File: src/rtl/pc_sequencer_pkg.sv
package pc_sequencer_pkg;

  typedef enum logic [1:0] {
    SRC_SEQ    = 2'd0,
    SRC_BRANCH = 2'd1,
    SRC_REGION = 2'd2,
    SRC_REG    = 2'd3
  } pc_src_e;

  localparam int unsigned WORD_BYTES = 4;
  localparam int unsigned LINK_BYTES = 8;

endpackage

File: src/rtl/pc_target_calc.sv
module pc_target_calc #(
  parameter int unsigned ADDR_W = 32,
  parameter int unsigned IMM_W  = 16,
  parameter int unsigned JIMM_W = 26
) (
  input  logic [ADDR_W-1:0] pc,
  input  logic [IMM_W-1:0]  imm16,
  input  logic [JIMM_W-1:0] imm26,
  output logic [ADDR_W-1:0] seq_addr,
  output logic [ADDR_W-1:0] link_addr,
  output logic [ADDR_W-1:0] branch_addr,
  output logic [ADDR_W-1:0] region_addr
);
  import pc_sequencer_pkg::*;

  localparam int unsigned EXT_W    = ADDR_W - IMM_W - 2;
  localparam int unsigned REGION_W = ADDR_W - JIMM_W - 2;

  logic [ADDR_W-1:0] offset_bytes;

  // Sign-extended word offset turned into a byte offset.
  assign offset_bytes = {{EXT_W{imm16[IMM_W-1]}}, imm16, 2'b00};

  assign seq_addr    = pc + ADDR_W'(WORD_BYTES);
  assign link_addr   = pc + ADDR_W'(LINK_BYTES);
  assign branch_addr = seq_addr + offset_bytes;

  // The region bits come from the address after the jump, not the jump itself.
  assign region_addr = {seq_addr[ADDR_W-1 -: REGION_W], imm26, 2'b00};

endmodule

File: src/rtl/pc_next_mux.sv
module pc_next_mux #(
  parameter int unsigned ADDR_W      = 32,
  parameter bit          ALIGN_CHECK = 1'b1
) (
  input  logic              en,
  input  logic [1:0]        sel,
  input  logic              br_taken,
  input  logic [ADDR_W-1:0] seq_addr,
  input  logic [ADDR_W-1:0] branch_addr,
  input  logic [ADDR_W-1:0] region_addr,
  input  logic [ADDR_W-1:0] reg_addr,
  output logic              load,
  output logic [ADDR_W-1:0] next_addr,
  output logic              misaligned
);
  import pc_sequencer_pkg::*;

  pc_src_e src;
  logic    bad_low;

  assign src = pc_src_e'(sel);

  generate
    if (ALIGN_CHECK) begin : g_align
      assign bad_low = |reg_addr[1:0];
    end else begin : g_noalign
      assign bad_low = 1'b0;
    end
  endgenerate

  always_comb begin
    next_addr  = seq_addr;
    misaligned = 1'b0;
    unique case (src)
      SRC_SEQ:    next_addr = seq_addr;
      SRC_BRANCH: next_addr = br_taken ? branch_addr : seq_addr;
      SRC_REGION: next_addr = region_addr;
      SRC_REG: begin
        next_addr  = reg_addr;
        misaligned = bad_low;
      end
      default:    next_addr = seq_addr;
    endcase
    misaligned = misaligned & en;
    load       = en & ~misaligned;
  end

endmodule

File: src/rtl/pc_reg.sv
module pc_reg #(
  parameter int unsigned        ADDR_W     = 32,
  parameter logic [ADDR_W-1:0]  START_ADDR = '0
) (
  input  logic              clk,
  input  logic              rst,
  input  logic              load,
  input  logic [ADDR_W-1:0] d,
  output logic [ADDR_W-1:0] q
);

  always_ff @(posedge clk) begin
    if (rst) begin
      q <= START_ADDR;
    end else if (load) begin
      q <= d;
    end
  end

endmodule

File: src/rtl/pc_sequencer.sv
module pc_sequencer #(
  parameter int unsigned        ADDR_W      = 32,
  parameter int unsigned        IMM_W       = 16,
  parameter int unsigned        JIMM_W      = 26,
  parameter bit                 ALIGN_CHECK = 1'b1,
  parameter logic [ADDR_W-1:0]  START_ADDR  = 32'hBFC0_0000
) (
  input  logic              clk,
  input  logic              rst,
  input  logic              en,
  input  logic [1:0]        sel,
  input  logic              br_taken,
  input  logic [IMM_W-1:0]  imm16,
  input  logic [JIMM_W-1:0] imm26,
  input  logic [ADDR_W-1:0] reg_target,
  output logic [ADDR_W-1:0] pc_q,
  output logic [ADDR_W-1:0] link_addr,
  output logic              align_err
);

  logic [ADDR_W-1:0] seq_addr;
  logic [ADDR_W-1:0] branch_addr;
  logic [ADDR_W-1:0] region_addr;
  logic [ADDR_W-1:0] next_addr;
  logic              load;

  pc_target_calc #(
    .ADDR_W (ADDR_W),
    .IMM_W  (IMM_W),
    .JIMM_W (JIMM_W)
  ) u_calc (
    .pc          (pc_q),
    .imm16       (imm16),
    .imm26       (imm26),
    .seq_addr    (seq_addr),
    .link_addr   (link_addr),
    .branch_addr (branch_addr),
    .region_addr (region_addr)
  );

  pc_next_mux #(
    .ADDR_W      (ADDR_W),
    .ALIGN_CHECK (ALIGN_CHECK)
  ) u_mux (
    .en          (en),
    .sel         (sel),
    .br_taken    (br_taken),
    .seq_addr    (seq_addr),
    .branch_addr (branch_addr),
    .region_addr (region_addr),
    .reg_addr    (reg_target),
    .load        (load),
    .next_addr   (next_addr),
    .misaligned  (align_err)
  );

  pc_reg #(
    .ADDR_W     (ADDR_W),
    .START_ADDR (START_ADDR)
  ) u_reg (
    .clk  (clk),
    .rst  (rst),
    .load (load),
    .d    (next_addr),
    .q    (pc_q)
  );

endmodule

File: config.mk
export PLATFORM = sky130hd
export DESIGN_NAME = pc_sequencer
export DESIGN_NICKNAME = d
export VERILOG_FILES = /design/src/rtl/pc_sequencer_pkg.sv /design/src/rtl/pc_target_calc.sv /design/src/rtl/pc_next_mux.sv /design/src/rtl/pc_reg.sv /design/src/rtl/pc_sequencer.sv
export SDC_FILE = /design/constraint.sdc
export NUM_CORES = 1
export LEC_CHECK = 0
export BUFFER_PORTS_ARGS = -buffer_cell sky130_fd_sc_hd__buf_2
export CORE_ASPECT_RATIO = 1.25
export CORE_MARGIN = 1
export CORE_UTILIZATION = 25
export CTS_CLUSTER_DIAMETER = 120
export CTS_CLUSTER_SIZE = 8
export DETAILED_ROUTE_END_ITERATION = 8
export MAX_ROUTING_LAYER = met4
export PLACE_DENSITY = 0.56
export SLEW_MARGIN = 20
export SYNTH_ARGS = -nofsm -noshare
export SYNTH_HDL_FRONTEND = slang
export SYNTH_HIERARCHICAL = 1
export SYNTH_SLANG_ARGS = --single-unit
File: constraint.sdc
create_clock -name clk -period 4.79 [get_ports clk]
set_input_delay 0.7185 -clock clk [delete_from_list [all_inputs] [get_ports clk]]
set_output_delay 0.7185 -clock clk [all_outputs]
set_load 0.05 [all_outputs]
; ---- Word-level counts from Yosys, hierarchy flattened
; Cells that the tools add are included.
[totals]
register_bits = 32
in_bits = 80
output_inout_bits = 65
wordCells = 15
[classes]
addsub = 3
eq_ne = 3
mux = 3
bitwise = 3
reduce_logical = 2
[ops]
columns = operator, count
row1 = 32-bit one-hot mux with 4 select lines, 1
row2 = "32-bit by 3-bit adder with 32-bit output, second input constant", 1
row3 = 32-bit adder, 1
row4 = "32-bit by 4-bit adder with 32-bit output, second input constant", 1
row5 = 32-bit 2-to-1 mux, 1
row6 = "2-bit == test, second input constant", 2
row7 = 1-bit AND, 2
row8 = "2-bit by 1-bit == test with 1-bit output, second input constant", 1
row9 = 2-bit zero test, 1
row10 = 2-bit OR reduction, 1
row11 = 1-bit 2-to-1 mux, 1
row12 = 1-bit NOT, 1

; ---- Depth between registers and ports, before layout
[depth]
ltp_word = 5
mapped_depth = 21
mapped_depth_nobuf = 20

; ---- By module
; Netlist, hierarchy kept.
[modules_own_cells]
columns = module, instances, cells_per_inst, area_each_um2, seq_area_each_um2
row1 = pc_target_calc, 1, 410, 2811.4, 0.0
row2 = pc_next_mux, 1, 153, 1320.0, 0.0
row3 = pc_reg, 1, 103, 1174.9, 640.6

; ---- Worst setup path before layout
; Ideal clock, no wire load.
[synth_path]
path_kind = flip-flop to flip-flop
from = register u_reg.q[4]
to = register u_reg.q[28]
setup_ns = 0.120
t_arrival_ns = 4.428
required_time_ns = 4.670
slack_ns = 0.243
stages_incl_launch_ff = 20
n_path_buf = 1
period_less_slack_ns = 4.547
cell_sequence = dfxtp_1 -> ha_1 -> nand2_1 -> or3_1 -> nor4_1 -> nand2_1 -> xnor2_1 -> ha_1 -> clkbuf_1 -> a21oi_1 -> o21ai_0 -> a32oi_1 -> nand3_1 -> a31oi_1 -> a21oi_1 -> xor2_1 -> and3_1 -> a211oi_1 -> a21oi_1 -> a211o_1
[synth_between]
elab_chain_cells = 4
[synth_lines]
columns = element, line_no
row1 = start: declaration, pc_reg.sv:9  ; output logic [ADDR_W-1:0] q
row2 = start signal: assignment, pc_reg.sv:14  ; q <= START_ADDR;
row3 = start signal: assignment, pc_reg.sv:16  ; q <= d;
row4 = 32-bit by 3-bit adder with 32-bit output, pc_target_calc.sv:24  ; assign seq_addr = pc + ADDR_W'(WORD_BYTES);
row5 = net seq_addr[17], pc_sequencer.sv:21  ; logic [ADDR_W-1:0] seq_addr;
row6 = 32-bit adder, pc_target_calc.sv:26  ; assign branch_addr = seq_addr + offset_bytes;
row7 = net branch_addr[28], pc_sequencer.sv:22  ; logic [ADDR_W-1:0] branch_addr;
row8 = 32-bit 2-to-1 mux, pc_next_mux.sv:36  ; SRC_BRANCH: next_addr = br_taken ? branch_addr : seq_addr;
row9 = 32-bit one-hot mux with 4 select lines, pc_next_mux.sv:34  ; unique case (src)
row10 = net next_addr[28], pc_sequencer.sv:24  ; logic [ADDR_W-1:0] next_addr;
; The timed path passes the listed nets, and every way through them passes these cells.
; A chain may end at the register's enable or synchronous reset.

; ---- Worst setup path in the final report
[layout_path]
from = register u_reg.q[4]
to = register u_reg.q[27]
; Same word-level chain as after synthesis.

==> qor.yml <==
layout:
  largest_register_ffs: 32
  multiInputGateArea_um2: 4090
  antenna_cells: 0
  drive_above_1_share: 0.313
  largest-register: "u_reg/q"
  final_util: 0.294
  reg_top3: "u_reg/q: 32 flops"
  regArea_um2: 642
  area_growth_pct: 15.4
  final_nets: 872
  fillers: 2326
power_and_ir_drop:
  ir_drop_mv: 0.122
  p_leak_nw: 2.85
  power_density_nw_per_um2: 233
  power_mw: 1.43
sta:
  tns_ps: 0
  worst_pin_slew_ps: 751
  fin_ws_ps: 389
  timing.final.crit_share: 0.919
  max_freq_ghz: 0.227
  slew_headroom: 0.499
  whs_ps: 561
  setup_viol: 0
  drv_slew: 0
  rsz0062_at_grt: "false"
  fin_worst_skew_ps: 8.13
  hold_violations: 0
  finalCriticalPeriod_ps: 4400
logic_synthesis:
  synth.avg_cell_area_um2: 7.97
  synth_cell_types: 57
  synthArstFlopShare: 0
  synth_edf_count: 0
  netlist_instances: 666
  synth_seq_cells: 32
  yosys_most_used_dff: "dfxtp_1"
  ys_warn_count: 6
  synth_area_um2: 5310
  synth_seq_area_share: 0.121
floorplan:
  initial_utilization: 0.255
  rows: 59
  ios: 145
  core_um2: 20800
  dieArea_um2: 21800
  die_h_um: 165
  die_x_um: 132
placement:
  port-buffer-count: 144
  preCtsSetupSlack_ps: 248
  dp_hpwl_um: 13600
  finalWeightedCongestion: 0.913
clocking:
  clock_sinks: 32
  cts-root-buf: "clkbuf_16"
  cts_tree: "done"
  cts_buffers: 5
  clock_latency_ps: 290
  clk_pin_slew_ps: 60
  cts.path.max_buffers: 2
  htreeDepth: 2
route:
  drtIter0Drc: 194
  avgRoutedWirePerCell_um: 17.3
  avgViaCountPerCell: 4.93
  dr_wl_met3_um: 667
  wl_met2_um: 9100
  wl_met1_um: 7660
  drcViolationCount: 0
  top_layer: "met4"
  postRouteAntennaNets: 0
  routed_wirelength_um: 17800
  drt_pass1_iterations: 6
  dr_total_vias: 5082
critical_path:
  crit_fanout: 6
  crit_path_end_kind: "flip-flop"
  worstPathRequired_ps: 4960
  crit_type: "reg2reg"
  reg2reg_depth: 17
  critical_path_arrival_ps: 4570
  crit_path_start_kind: "flip-flop"
global_route:
  grt_overflow: 0
  grt.total_usage: 0.165
  grt_max_degree: 43
  grt_pass1_wl_um: 27100
  antenna_found_initial: 0
  grt_pass1_vias: 4907
min_path:
  whs_path_depth: 2
  hold_class: "reg2reg"
run:
  maxCapViolations: 0
outcome:
  outcome: "finished clean"
## Yosys cell counts, types with 2 or more instances
cell,instances,area share
a211o_1,10,0.017
buf_1,4,0.0028
nand4_1,14,0.017
buf_12,2,0.0075
o21ai_0,12,0.011
o21bai_1,5,0.0071
a31oi_1,3,0.0035
and3_1,37,0.044
a21oi_1,47,0.044
xnor2_1,45,0.074
nand4_2,2,0.0047
buf_4,40,0.057
nor3_1,9,0.0085
a211oi_2,30,0.071
a211oi_1,5,0.0071
clkbuf_1,13,0.0092
nor2_1,60,0.042
nor4_1,3,0.0035
dfxtp_1,32,0.12
clkbuf_2,4,0.0038
mux2i_1,55,0.10
nand2_1,38,0.027
and4_4,2,0.0042
inv_1,12,0.0085
o211ai_1,2,0.0028
nor2b_1,8,0.0094
and2_1,2,0.0024
xor2_1,38,0.063
buf_6,9,0.019
o2111ai_1,2,0.0033
ha_1,35,0.083
buf_2,7,0.0066
nand3_1,25,0.024
a21oi_2,19,0.031
a21o_1,9,0.013
and2b_1,4,0.0057
o21a_1,2,0.0028
## per-stage QoR
step                      cell area [um^2]  cells
after floorplan                       5310    667
after global placement                5940   1023
after detailed placement              5940   1023
after CTS                             6080   1031
after global routing                  6120   1031
final                                 6120   1031
## report_power, final
| part | internal [mW] | switching (mW) |
|---|---|---|
| Sequential | 0.288 | 0.0405 |
| Clock | 0.208 | 0.126 |
| Combinational | 0.277 | 0.488 |
## worst max-delay path, cell delays in order, from the launching register on
cell      delay (ps)
dfxtp_1          420
ha_1             210
nand2_1          100
or3_1            480
nor2_1           180
nand2_1           90
xnor2_1          300
ha_1             380
a21o_1           200
a221oi_2         290
a21oi_1          190
a211oi_2         370
o21ai_0          160
xor2_1           160
and3_1           180
a211oi_2         200
a21oi_1           70
a211o_1          320
## layout make-up
type,count,area share
flip-flops and latches,32,0.105
well taps,274,0.0560
inverters,12,0.00735
repair buffers,162,0.140
multi-input cells,543,0.668
clock buffers,8,0.0239
## final timing paths
check / from / end / slack (ps)
worst max-delay path: u_reg/q[4] / u_reg/q[27] / 390
worst min register to register: u_reg/q[3] / u_reg/q[3] / 560
worst max register to register: u_reg/q[4] / u_reg/q[27] / 390
worst min-delay path: u_reg/q[3] / u_reg/q[3] / 560
## cells by family after synthesis
| kind of cell | after synthesis | share of synthesized area |
|---|---|---|
| buffers and inverters | 92 | 0.117 |
| adder cells (fa/ha/maj) | 36 | 0.0863 |
| XOR/XNOR | 84 | 0.140 |
| AND/OR/NAND/NOR | 211 | 0.203 |
| AO/OA/AOI/OAI | 155 | 0.228 |
| flip-flops | 32 | 0.121 |
| multiplexers | 55 | 0.104 |
| other | 1 | 0.000707 |
## cells in the final DEF (no fill, tap or decap), types with 2 or more instances in the layout
cell type,n
clkbuf_16,5
xor2_1,38
o21bai_1,5
nand3_2,2
a211o_1,10
nor2_1,60
and2b_1,4
xnor2_2,2
buf_4,19
a21oi_2,19
buf_2,143
a21o_1,9
xnor2_1,44
o211ai_1,2
nor4_1,2
inv_1,12
mux2i_1,55
a211oi_1,4
nor3_1,9
nand4_2,2
nand2_1,38
conb_1,2
and3_1,37
a211oi_2,31
o21a_1,2
dfxtp_1,31
a21oi_1,47
o21ai_0,12
ha_1,34
and4_4,2
nand3_1,24
a31oi_1,2
nand4_1,14
nor2b_1,8
o2111ai_1,2
clkbuf_1,2
## metal layers
| layer | vias to the layer above | GRT usage |
|---|---|---|
| met1 | 2389 | 0.194 |
| met3 | 22 | 0.0153 |
| met4 | 0 | 0.0517 |
| met2 | 141 | 0.297 |
| met5 | - | - |
| li1 | 2530 | - |
## timing repair
| action | in CTS | in global routing |
|---|---|---|
| gates resized for setup | 0 | 8 |
| endpoints found under the setup margin | 0 | 5 |
| hold buffers | 0 | 0 |
| setup buffers | 0 | 0 |
No activity file was read; power rests on OpenSTA's default activity.
